`config.mk`:
```
export PLATFORM = sky130hd
export DESIGN_NAME = prio_irq_arbiter
export DESIGN_NICKNAME = d
export VERILOG_FILES = /design/src/rtl/arb_pkg.sv /design/src/rtl/arb_qualify.sv /design/src/rtl/arb_pick.sv /design/src/rtl/prio_irq_arbiter.sv
export SDC_FILE = /design/constraint.sdc
export NUM_CORES = 1
export LEC_CHECK = 0
export BUFFER_PORTS_ARGS = -buffer_cell sky130_fd_sc_hd__buf_2
export CAP_MARGIN = 40
export CORE_AREA = 2 2 339 341
export DETAILED_ROUTE_END_ITERATION = 7
export DIE_AREA = 0 0 341 343
export SYNTH_ARGS = -nofsm -noshare
export SYNTH_HDL_FRONTEND = slang
export SYNTH_SLANG_ARGS = --single-unit
```
`constraint.sdc`:
```
create_clock -name vclk -period 14.9
set_input_delay 0.745 -clock vclk [all_inputs]
set_output_delay 0.745 -clock vclk [all_outputs]
set_load 0.02 [all_outputs]
```
`src/rtl/arb_pkg.sv`:
```
package arb_pkg;
    localparam int LINES_PER_BANK = 32;
    localparam int MAX_BANKS      = 3;

    // Which of the two interrupt classes an arbiter instance serves
    typedef enum logic {
        CLS_IRQ = 1'b0,
        CLS_FIQ = 1'b1
    } arb_class_e;
endpackage

```
`src/rtl/arb_qualify.sv`:
```
// Per-bank candidate filter: pending, unmasked and of the served class.
module arb_qualify #(
    parameter int                  WIDTH = arb_pkg::LINES_PER_BANK,
    parameter arb_pkg::arb_class_e CLASS = arb_pkg::CLS_IRQ
) (
    input  logic [WIDTH-1:0] pend,
    input  logic [WIDTH-1:0] mask,
    input  logic [WIDTH-1:0] cls,
    output logic [WIDTH-1:0] cand
);
    logic [WIDTH-1:0] cls_ok;

    generate
        if (CLASS == arb_pkg::CLS_FIQ) begin : g_fast
            assign cls_ok = cls;
        end else begin : g_norm
            assign cls_ok = ~cls;
        end
    endgenerate

    assign cand = pend & ~mask & cls_ok;
endmodule

```
`src/rtl/arb_pick.sv`:
```
// One node of the reduction tree. The "hi" side always covers higher line
// numbers than the "lo" side, so taking "hi" on equal priority gives the
// highest-numbered line among equals.
module arb_pick #(
    parameter int PRIO_W = 6,
    parameter int IDX_W  = 7
) (
    input  logic              lo_vld,
    input  logic [PRIO_W-1:0] lo_prio,
    input  logic [IDX_W-1:0]  lo_idx,
    input  logic              hi_vld,
    input  logic [PRIO_W-1:0] hi_prio,
    input  logic [IDX_W-1:0]  hi_idx,
    output logic              out_vld,
    output logic [PRIO_W-1:0] out_prio,
    output logic [IDX_W-1:0]  out_idx
);
    logic take_hi;

    always_comb begin
        take_hi  = hi_vld && (!lo_vld || (hi_prio <= lo_prio));
        out_vld  = lo_vld | hi_vld;
        out_prio = take_hi ? hi_prio : lo_prio;
        out_idx  = take_hi ? hi_idx  : lo_idx;
    end
endmodule

```
`src/rtl/prio_irq_arbiter.sv`:
```
module prio_irq_arbiter #(
    parameter int                  NUM_BANKS = 3,
    parameter int                  PRIO_W    = 6,
    parameter arb_pkg::arb_class_e CLASS     = arb_pkg::CLS_IRQ,
    localparam int                 NUM_LINES = NUM_BANKS * arb_pkg::LINES_PER_BANK,
    localparam int                 IDX_W     = $clog2(NUM_LINES)
) (
    input  logic [NUM_LINES-1:0]        line_pend,
    input  logic [NUM_LINES-1:0]        line_mask,
    input  logic [NUM_LINES-1:0]        line_cls,
    input  logic [NUM_LINES*PRIO_W-1:0] line_prio,
    output logic                        win_valid,
    output logic [IDX_W-1:0]            win_idx
);
    localparam int BANK_W = arb_pkg::LINES_PER_BANK;
    localparam int LEAVES = 1 << IDX_W;
    localparam int NODES  = 2 * LEAVES - 1;

    logic [NUM_LINES-1:0] cand;

    // Heap-ordered tree: node n has children 2n+1 (lower lines) and 2n+2.
    logic              node_vld  [NODES];
    logic [PRIO_W-1:0] node_prio [NODES];
    logic [IDX_W-1:0]  node_idx  [NODES];

    generate
        for (genvar b = 0; b < NUM_BANKS; b++) begin : g_bank
            arb_qualify #(
                .WIDTH (BANK_W),
                .CLASS (CLASS)
            ) u_qual (
                .pend (line_pend[b*BANK_W +: BANK_W]),
                .mask (line_mask[b*BANK_W +: BANK_W]),
                .cls  (line_cls [b*BANK_W +: BANK_W]),
                .cand (cand     [b*BANK_W +: BANK_W])
            );
        end

        for (genvar k = 0; k < LEAVES; k++) begin : g_leaf
            if (k < NUM_LINES) begin : g_real
                assign node_vld [LEAVES-1+k] = cand[k];
                assign node_prio[LEAVES-1+k] = line_prio[k*PRIO_W +: PRIO_W];
                assign node_idx [LEAVES-1+k] = IDX_W'(k);
            end else begin : g_pad
                assign node_vld [LEAVES-1+k] = 1'b0;
                assign node_prio[LEAVES-1+k] = '1;
                assign node_idx [LEAVES-1+k] = '0;
            end
        end

        for (genvar n = 0; n < LEAVES - 1; n++) begin : g_node
            arb_pick #(
                .PRIO_W (PRIO_W),
                .IDX_W  (IDX_W)
            ) u_pick (
                .lo_vld   (node_vld [2*n+1]),
                .lo_prio  (node_prio[2*n+1]),
                .lo_idx   (node_idx [2*n+1]),
                .hi_vld   (node_vld [2*n+2]),
                .hi_prio  (node_prio[2*n+2]),
                .hi_idx   (node_idx [2*n+2]),
                .out_vld  (node_vld [n]),
                .out_prio (node_prio[n]),
                .out_idx  (node_idx [n])
            );
        end
    endgenerate

    assign win_valid = node_vld[0];
    assign win_idx   = node_vld[0] ? node_idx[0] : '0;
endmodule

```
==> impl_metrics.ini, run 1 <==
[placed_design]
globalplace.congestion = 0.945
portBuffers = 872
dpl_worst_slack_ns = -0.0849
dp_hpwl_mm = 97.6

[detailed_routing]
wl_met3_mm = 5.09
dr.pass1.iters = 5
route.vias.total = 26500
wl_per_cell_um = 18.5
routed.top_layer = met5
wl_met1_mm = 42.3
drt-total-wl_mm = 105
drt_iter0_drc = 1030
drc = 0
viasPerCell = 4.67
dr_wl_met2_mm = 54.3
ant_nets = 0

[critical_path]
critPathSlowestCell = or4b_2
crit_path_start = line_prio[315]
startpoint_type = primary input
crit_required_ns = 14.16
max_stage_delay_ns = 0.66
end_kind = output port
worst-setup-path-type = in2out
cp_data_arrival_time_ns = 13.28
cp-endpoint = win_idx[3]
crit_fanout = 11

[hold_path]
hold_path_startpoint = line_cls[2]
hold_path.class = in2out

[floorplanning]
die_w_um = 341
die_h_um = 343
die_area_um2 = 117000
fp-row-count = 124
start_util = 0.204
core-area_um2 = 113000
top_level_ports = 872

[sta]
slew_headroom = 0.370
drv_slew = 0
max_freq_mhz = 71.3
finalWorstPathRequiredPeriod_ns = 14.03
hold_viol_final = 0
final.period_utilization = 0.941
fin_ws_ns = 0.873
setup_viol = 0
worstMarginPinSlew_ns = 0.918

[power_and_ir_drop]
max-vdd-ir-drop_uv = 119
p_total_mw = 2.28
p_per_area_nw_per_um2 = 75.3
p_leak_nw = 17.4

[yosys]
syn_area_um2 = 23200
synthCells = 3213
ys_seq_area_frac = 0
postSynthAreaPerCell_um2 = 7.21
synth_nets = 4613
ys_types = 94
ys.warnings.count = 0

[global_routing]
grt_max_degree = 20
antenna_found_initial = 50
grt_pass1_wl_mm = 151
grt_pass1_vias = 25500
grt-ovfl-total = 0
grtUsageTotal = 0.168

[final_layout]
clockBufferCount = 0
drive_gt1_frac = 0.273
layout.nets = 5539
seqCellArea_um2 = 0
seq_cells = 0
area_growth_pct = 30.5

[cts]
cts-hold-fix-buffers = 0

[run]
maxCapViolCount = 0

[run_status]
status = complete, no violations
-- report_power, final --
| part | switching, mW | leakage, nW | internal [mW] |
|---|---|---|---|
| logic | 1.37 | 17.4 | 0.906 |
| registers | 0 | 0 | 0 |
| clock network | 0 | 0.000139 | 0.000000199 |
| total | 1.37 | 17.4 | 0.906 |
-- per-stage QoR --
| step | instance area, um2 | util | cells | hold slack [ns] | TNS, ns |
|---|---|---|---|---|---|
| after floorplan | 23200 | - | 3213 | 2.11 | 0 |
| after global placement | 29700 | 0.261 | 5613 | 2.66 | 0 |
| after detailed placement | 29700 | 0.262 | 5626 | 2.65 | -0.0849 |
| after CTS | 29700 | 0.262 | 5626 | 2.65 | 0 |
| after global routing | 30200 | 0.266 | 5669 | 2.72 | -0.0361 |
| final | 30200 | 0.266 | 5671 | 2.65 | 0 |
-- timing repair --
item	CTS	global route
endpoints found under the hold margin	0	0
pin swaps	0	10
setup buffers	0	23
setup endpoints to repair	1	7
gates resized for setup	2	59
-- cell families (layout without fill, tap and decap cells) --
family	after synthesis	after routing	synth area share
AO/OA/AOI/OAI	799	799	0.227
XOR/XNOR	23	23	0.00870
adder cells (fa/ha/maj)	545	545	0.293
buffers and inverters	576	1500	0.0943
multiplexers	429	429	0.190
other	0	22	0
AND/OR/NAND/NOR	841	841	0.186
-- layout make-up --
type	instances	area [um2]
fillers	12600	83200
repair buffers	955	4970
diodes	22	55.1
multi-input cells	2637	21300
well taps	1512	1890
inverters	545	2050
-- metal layers --
layer | vias up | GRT usage
met5 | - | 0
met4 | 32 | 0.0390
met3 | 128 | 0.0240
met2 | 712 | 0.326
met1 | 12100 | 0.190
li1 | 13500 | -
-- cell usage in the layout (no fill, tap or decap), drive strengths merged, types with 13 or more instances in the layout --
| master | n |
|---|---|
| ha | 536 |
| nor2 | 249 |
| a311oi | 15 |
| nor2b | 44 |
| a211oi | 65 |
| o31a | 13 |
| o21a | 65 |
| nor3 | 23 |
| buf | 954 |
| a31oi | 17 |
| xnor2 | 18 |
| and2 | 15 |
| or2 | 15 |
| a21oi | 196 |
| nor3b | 87 |
| a21o | 113 |
| mux2i | 354 |
| nand2b | 42 |
| nand4 | 78 |
| nand2 | 207 |
| o21ai | 200 |
| o31ai | 17 |
| nand3 | 28 |
| mux2 | 74 |
| and4 | 22 |
| diode | 22 |
| inv | 544 |
-- critical path: cells and delay by family --
family / cells / cell delay (ns)
buf+inv: 12 / 1.38
fa+ha+maj: 7 / 1.85
mux: 5 / 1.83
compound gates: 30 / 5.43
simple gates: 12 / 2.04
-- worst min-delay path by stage --
stage                            end  slack (ns)  depth (start not counted)
final                     win_idx[1]        2.65                          8
after global placement    win_idx[1]        2.66                          8
after floorplan            win_valid        2.11                          5
after detailed placement  win_idx[1]        2.65                          8
after global routing      win_idx[1]        2.72                          8
after CTS                 win_idx[1]        2.65                          8
-- synth_stat cells, types with 5 or more instances --
cell      count  share of area
a211o_1       7         0.0026
a211oi_1     63          0.020
a21boi_0      5         0.0016
a21o_1      113          0.037
a21oi_1     194          0.042
a221o_1       5         0.0022
a221oi_1      6         0.0023
a311oi_1     15         0.0057
a31o_2        5         0.0019
a31oi_1      16         0.0043
and2_1       13         0.0035
and3_1        8         0.0022
and4_1       22         0.0083
clkbuf_1     24         0.0039
ha_1        536           0.29
inv_1       544          0.088
maj3_1        9         0.0039
mux2_2       71          0.035
mux2i_1     353           0.15
nand2_1     205          0.033
nand2b_1     42          0.011
nand3_1      28         0.0061
nand4_1      78          0.021
nor2_1      249          0.040
nor2b_1      44          0.012
nor3_1       23         0.0050
nor3b_1      80          0.026
nor3b_2       6         0.0032
nor4_1        5         0.0014
o211ai_1      9         0.0029
o21a_1       65          0.021
o21ai_0     159          0.034
o21ai_1      40         0.0086
o21bai_1      7         0.0023
o221ai_1      5         0.0019
o22ai_1       6         0.0016
o31a_1       13         0.0049
o31ai_1      17         0.0055
or2_2        15         0.0041
xnor2_1      18         0.0068
xor2_1        5         0.0019
Note: power is estimated with default switching activity, not from simulation.
==> run 2, diff against run 1 <==
--- a/config.mk
+++ b/config.mk
@@ -7,9 +7,11 @@
 export LEC_CHECK = 0
 export BUFFER_PORTS_ARGS = -buffer_cell sky130_fd_sc_hd__buf_2
 export CAP_MARGIN = 40
-export CORE_AREA = 2 2 339 341
+export CORE_AREA = 2 2 343 345
 export DETAILED_ROUTE_END_ITERATION = 7
-export DIE_AREA = 0 0 341 343
+export DIE_AREA = 0 0 345 347
+export PLACE_DENSITY = 0.63
 export SYNTH_ARGS = -nofsm -noshare
 export SYNTH_HDL_FRONTEND = slang
+export SYNTH_HIERARCHICAL = 1
 export SYNTH_SLANG_ARGS = --single-unit
==> run 2 against run 1 <==
Global-route usage grew 4.4 points; critical path type unchanged; synthesized area up 120%; wire length is 25% higher; setup slack improved by 0.31 ns.
==> impl_metrics.ini, run 2 <==
[sta]
fin_ws_ns = 1.18
setup_tns_ns = 0
max_freq_mhz = 72.9
worstMarginPinSlew_ns = 0.885
holdWs_ns = 3.12
finalWorstPathRequiredPeriod_ns = 13.72
drv_slew = 0
setup_viol = 0
hold_viol_final = 0
final.period_utilization = 0.921
rsz0062_at_grt = false
slew_headroom = 0.410

[floorplanning]
die_h_um = 347
top_level_ports = 872
fp-row-count = 125
die_w_um = 345
core-area_um2 = 116000
die_area_um2 = 120000
start_util = 0.441

[power_and_ir_drop]
pwr-share-seq = 0
combPwrFrac = 1.000
clkPwrFrac = 0
p_int_mw = 3.30
p_sw_mw = 3.25
p_leak_nw = 36.3
max-vdd-ir-drop_uv = 745
p_per_area_nw_per_um2 = 109
switching_share = 0.496

[detailed_routing]
route.vias.total = 39400
drc = 0
dr.pass1.iters = 5
viasPerCell = 4.66
ant_nets = 0
wl_per_cell_um = 15.6
drt-total-wl_mm = 131
drt_iter0_drc = 1072

[placed_design]
dp_hpwl_mm = 120
placed_area_um2 = 59900
dpl_worst_slack_ns = 1.18
portBuffers = 872
globalplace.congestion = 0.895
numPlacedInstances = 8428

[final_layout]
fillers = 11000
most-common-layout-cells = 1360 x conb_1, 1266 x mux2_4, 889 x inv_1
multi_input_area_um2 = 50300
seqCellArea_um2 = 0
clockBufferCount = 0
stdcell_area_um2 = 59900
drive_gt1_frac = 0.387
layout_commonest_cell = conb_1
area_growth_pct = 17.4
layout.nets = 8532
seq_cells = 0
fin_cells = 8441

[global_routing]
antenna_found_initial = 26
grt_pass1_wl_mm = 207
grt-ovfl-total = 0
grtUsageTotal = 0.212
grt_pass1_vias = 39500
grt_max_degree = 14

[critical_path]
crit_family = compound AO/OA/AOI/OAI gates
end_kind = output port
crit_fanout = 13
startpoint_type = primary input
crit_required_ns = 14.16
critPathSlowestCell = a31oi_4
max_stage_delay_ns = 0.72
worst-setup-path-type = in2out
cp_data_arrival_time_ns = 12.97
path_buf_inv = 7

[yosys]
ys.warnings.count = 6
syn_area_um2 = 51100
synthCells = 4798
postSynthAreaPerCell_um2 = 10.6

[hold_path]
hold_path.class = in2out

[cts]
postCtsResizedCells = 0
cts-hold-fix-buffers = 0
cts_setup_buffers = 0

[run_status]
status = complete, no violations

[run]
maxCapViolCount = 0
==> run 2: cell count changes in the layout (fill, tap and decap cells not counted), moves of 122 or more <==
cell,change
conb_1,+1360
o21ai_0,-158
inv_1,+345
mux2_4,+1264
a21oi_1,-189
nand2_1,-201
o2bb2ai_1,+126
ha_1,+226
a211oi_2,+122
nor2_1,-248
a31oi_4,+127
mux2i_1,-339
mux2_1,+326
==> run 2: per-layer routing <==
layer | wire length (um) | vias up | GRT usage
li1 | - | 20400 | -
met1 | 61500 | 18300 | 0.272
met2 | 64700 | 593 | 0.394
met3 | 3230 | 82 | 0.0126
met4 | 1890 | 6 | 0.0297
met5 | 34 | - | 0
==> run 2: power groups by stage <==
stage	clock, mW	sequential, mW	combinational, mW
2_1_floorplan	0	0	5.36
3_3_place_gp	0	0	6.21
3_5_place_dp	0	0	6.25
4_1_cts	0	0	6.29
5_1_grt	0.000000108	0	7.07
6_report	0.000000118	0	6.55
==> run 2: worst paths after layout <==
kind	cells past startpoint	slack, ns	start	endpoint
setup / recovery	43	1.18	line_prio[244]	win_idx[6]
hold / removal	10	3.12	line_pend[36]	win_valid
==> run 2: per-stage QoR <==
step                      total power [mW]   util
after global routing                  7.07  0.518
final                                 6.55  0.518
after detailed placement              6.25  0.518
after global placement                6.21  0.518
after floorplan                       5.36      -
after CTS                             6.29  0.518
==> run 2: area by class of cell <==
cell class                      instances  area share
Antenna cell                           13    0.000543
Inverter                              889      0.0557
Multi-Input combinational cell       5140       0.839
Tap cell                             1524      0.0318
Timing Repair Buffer                  875      0.0732
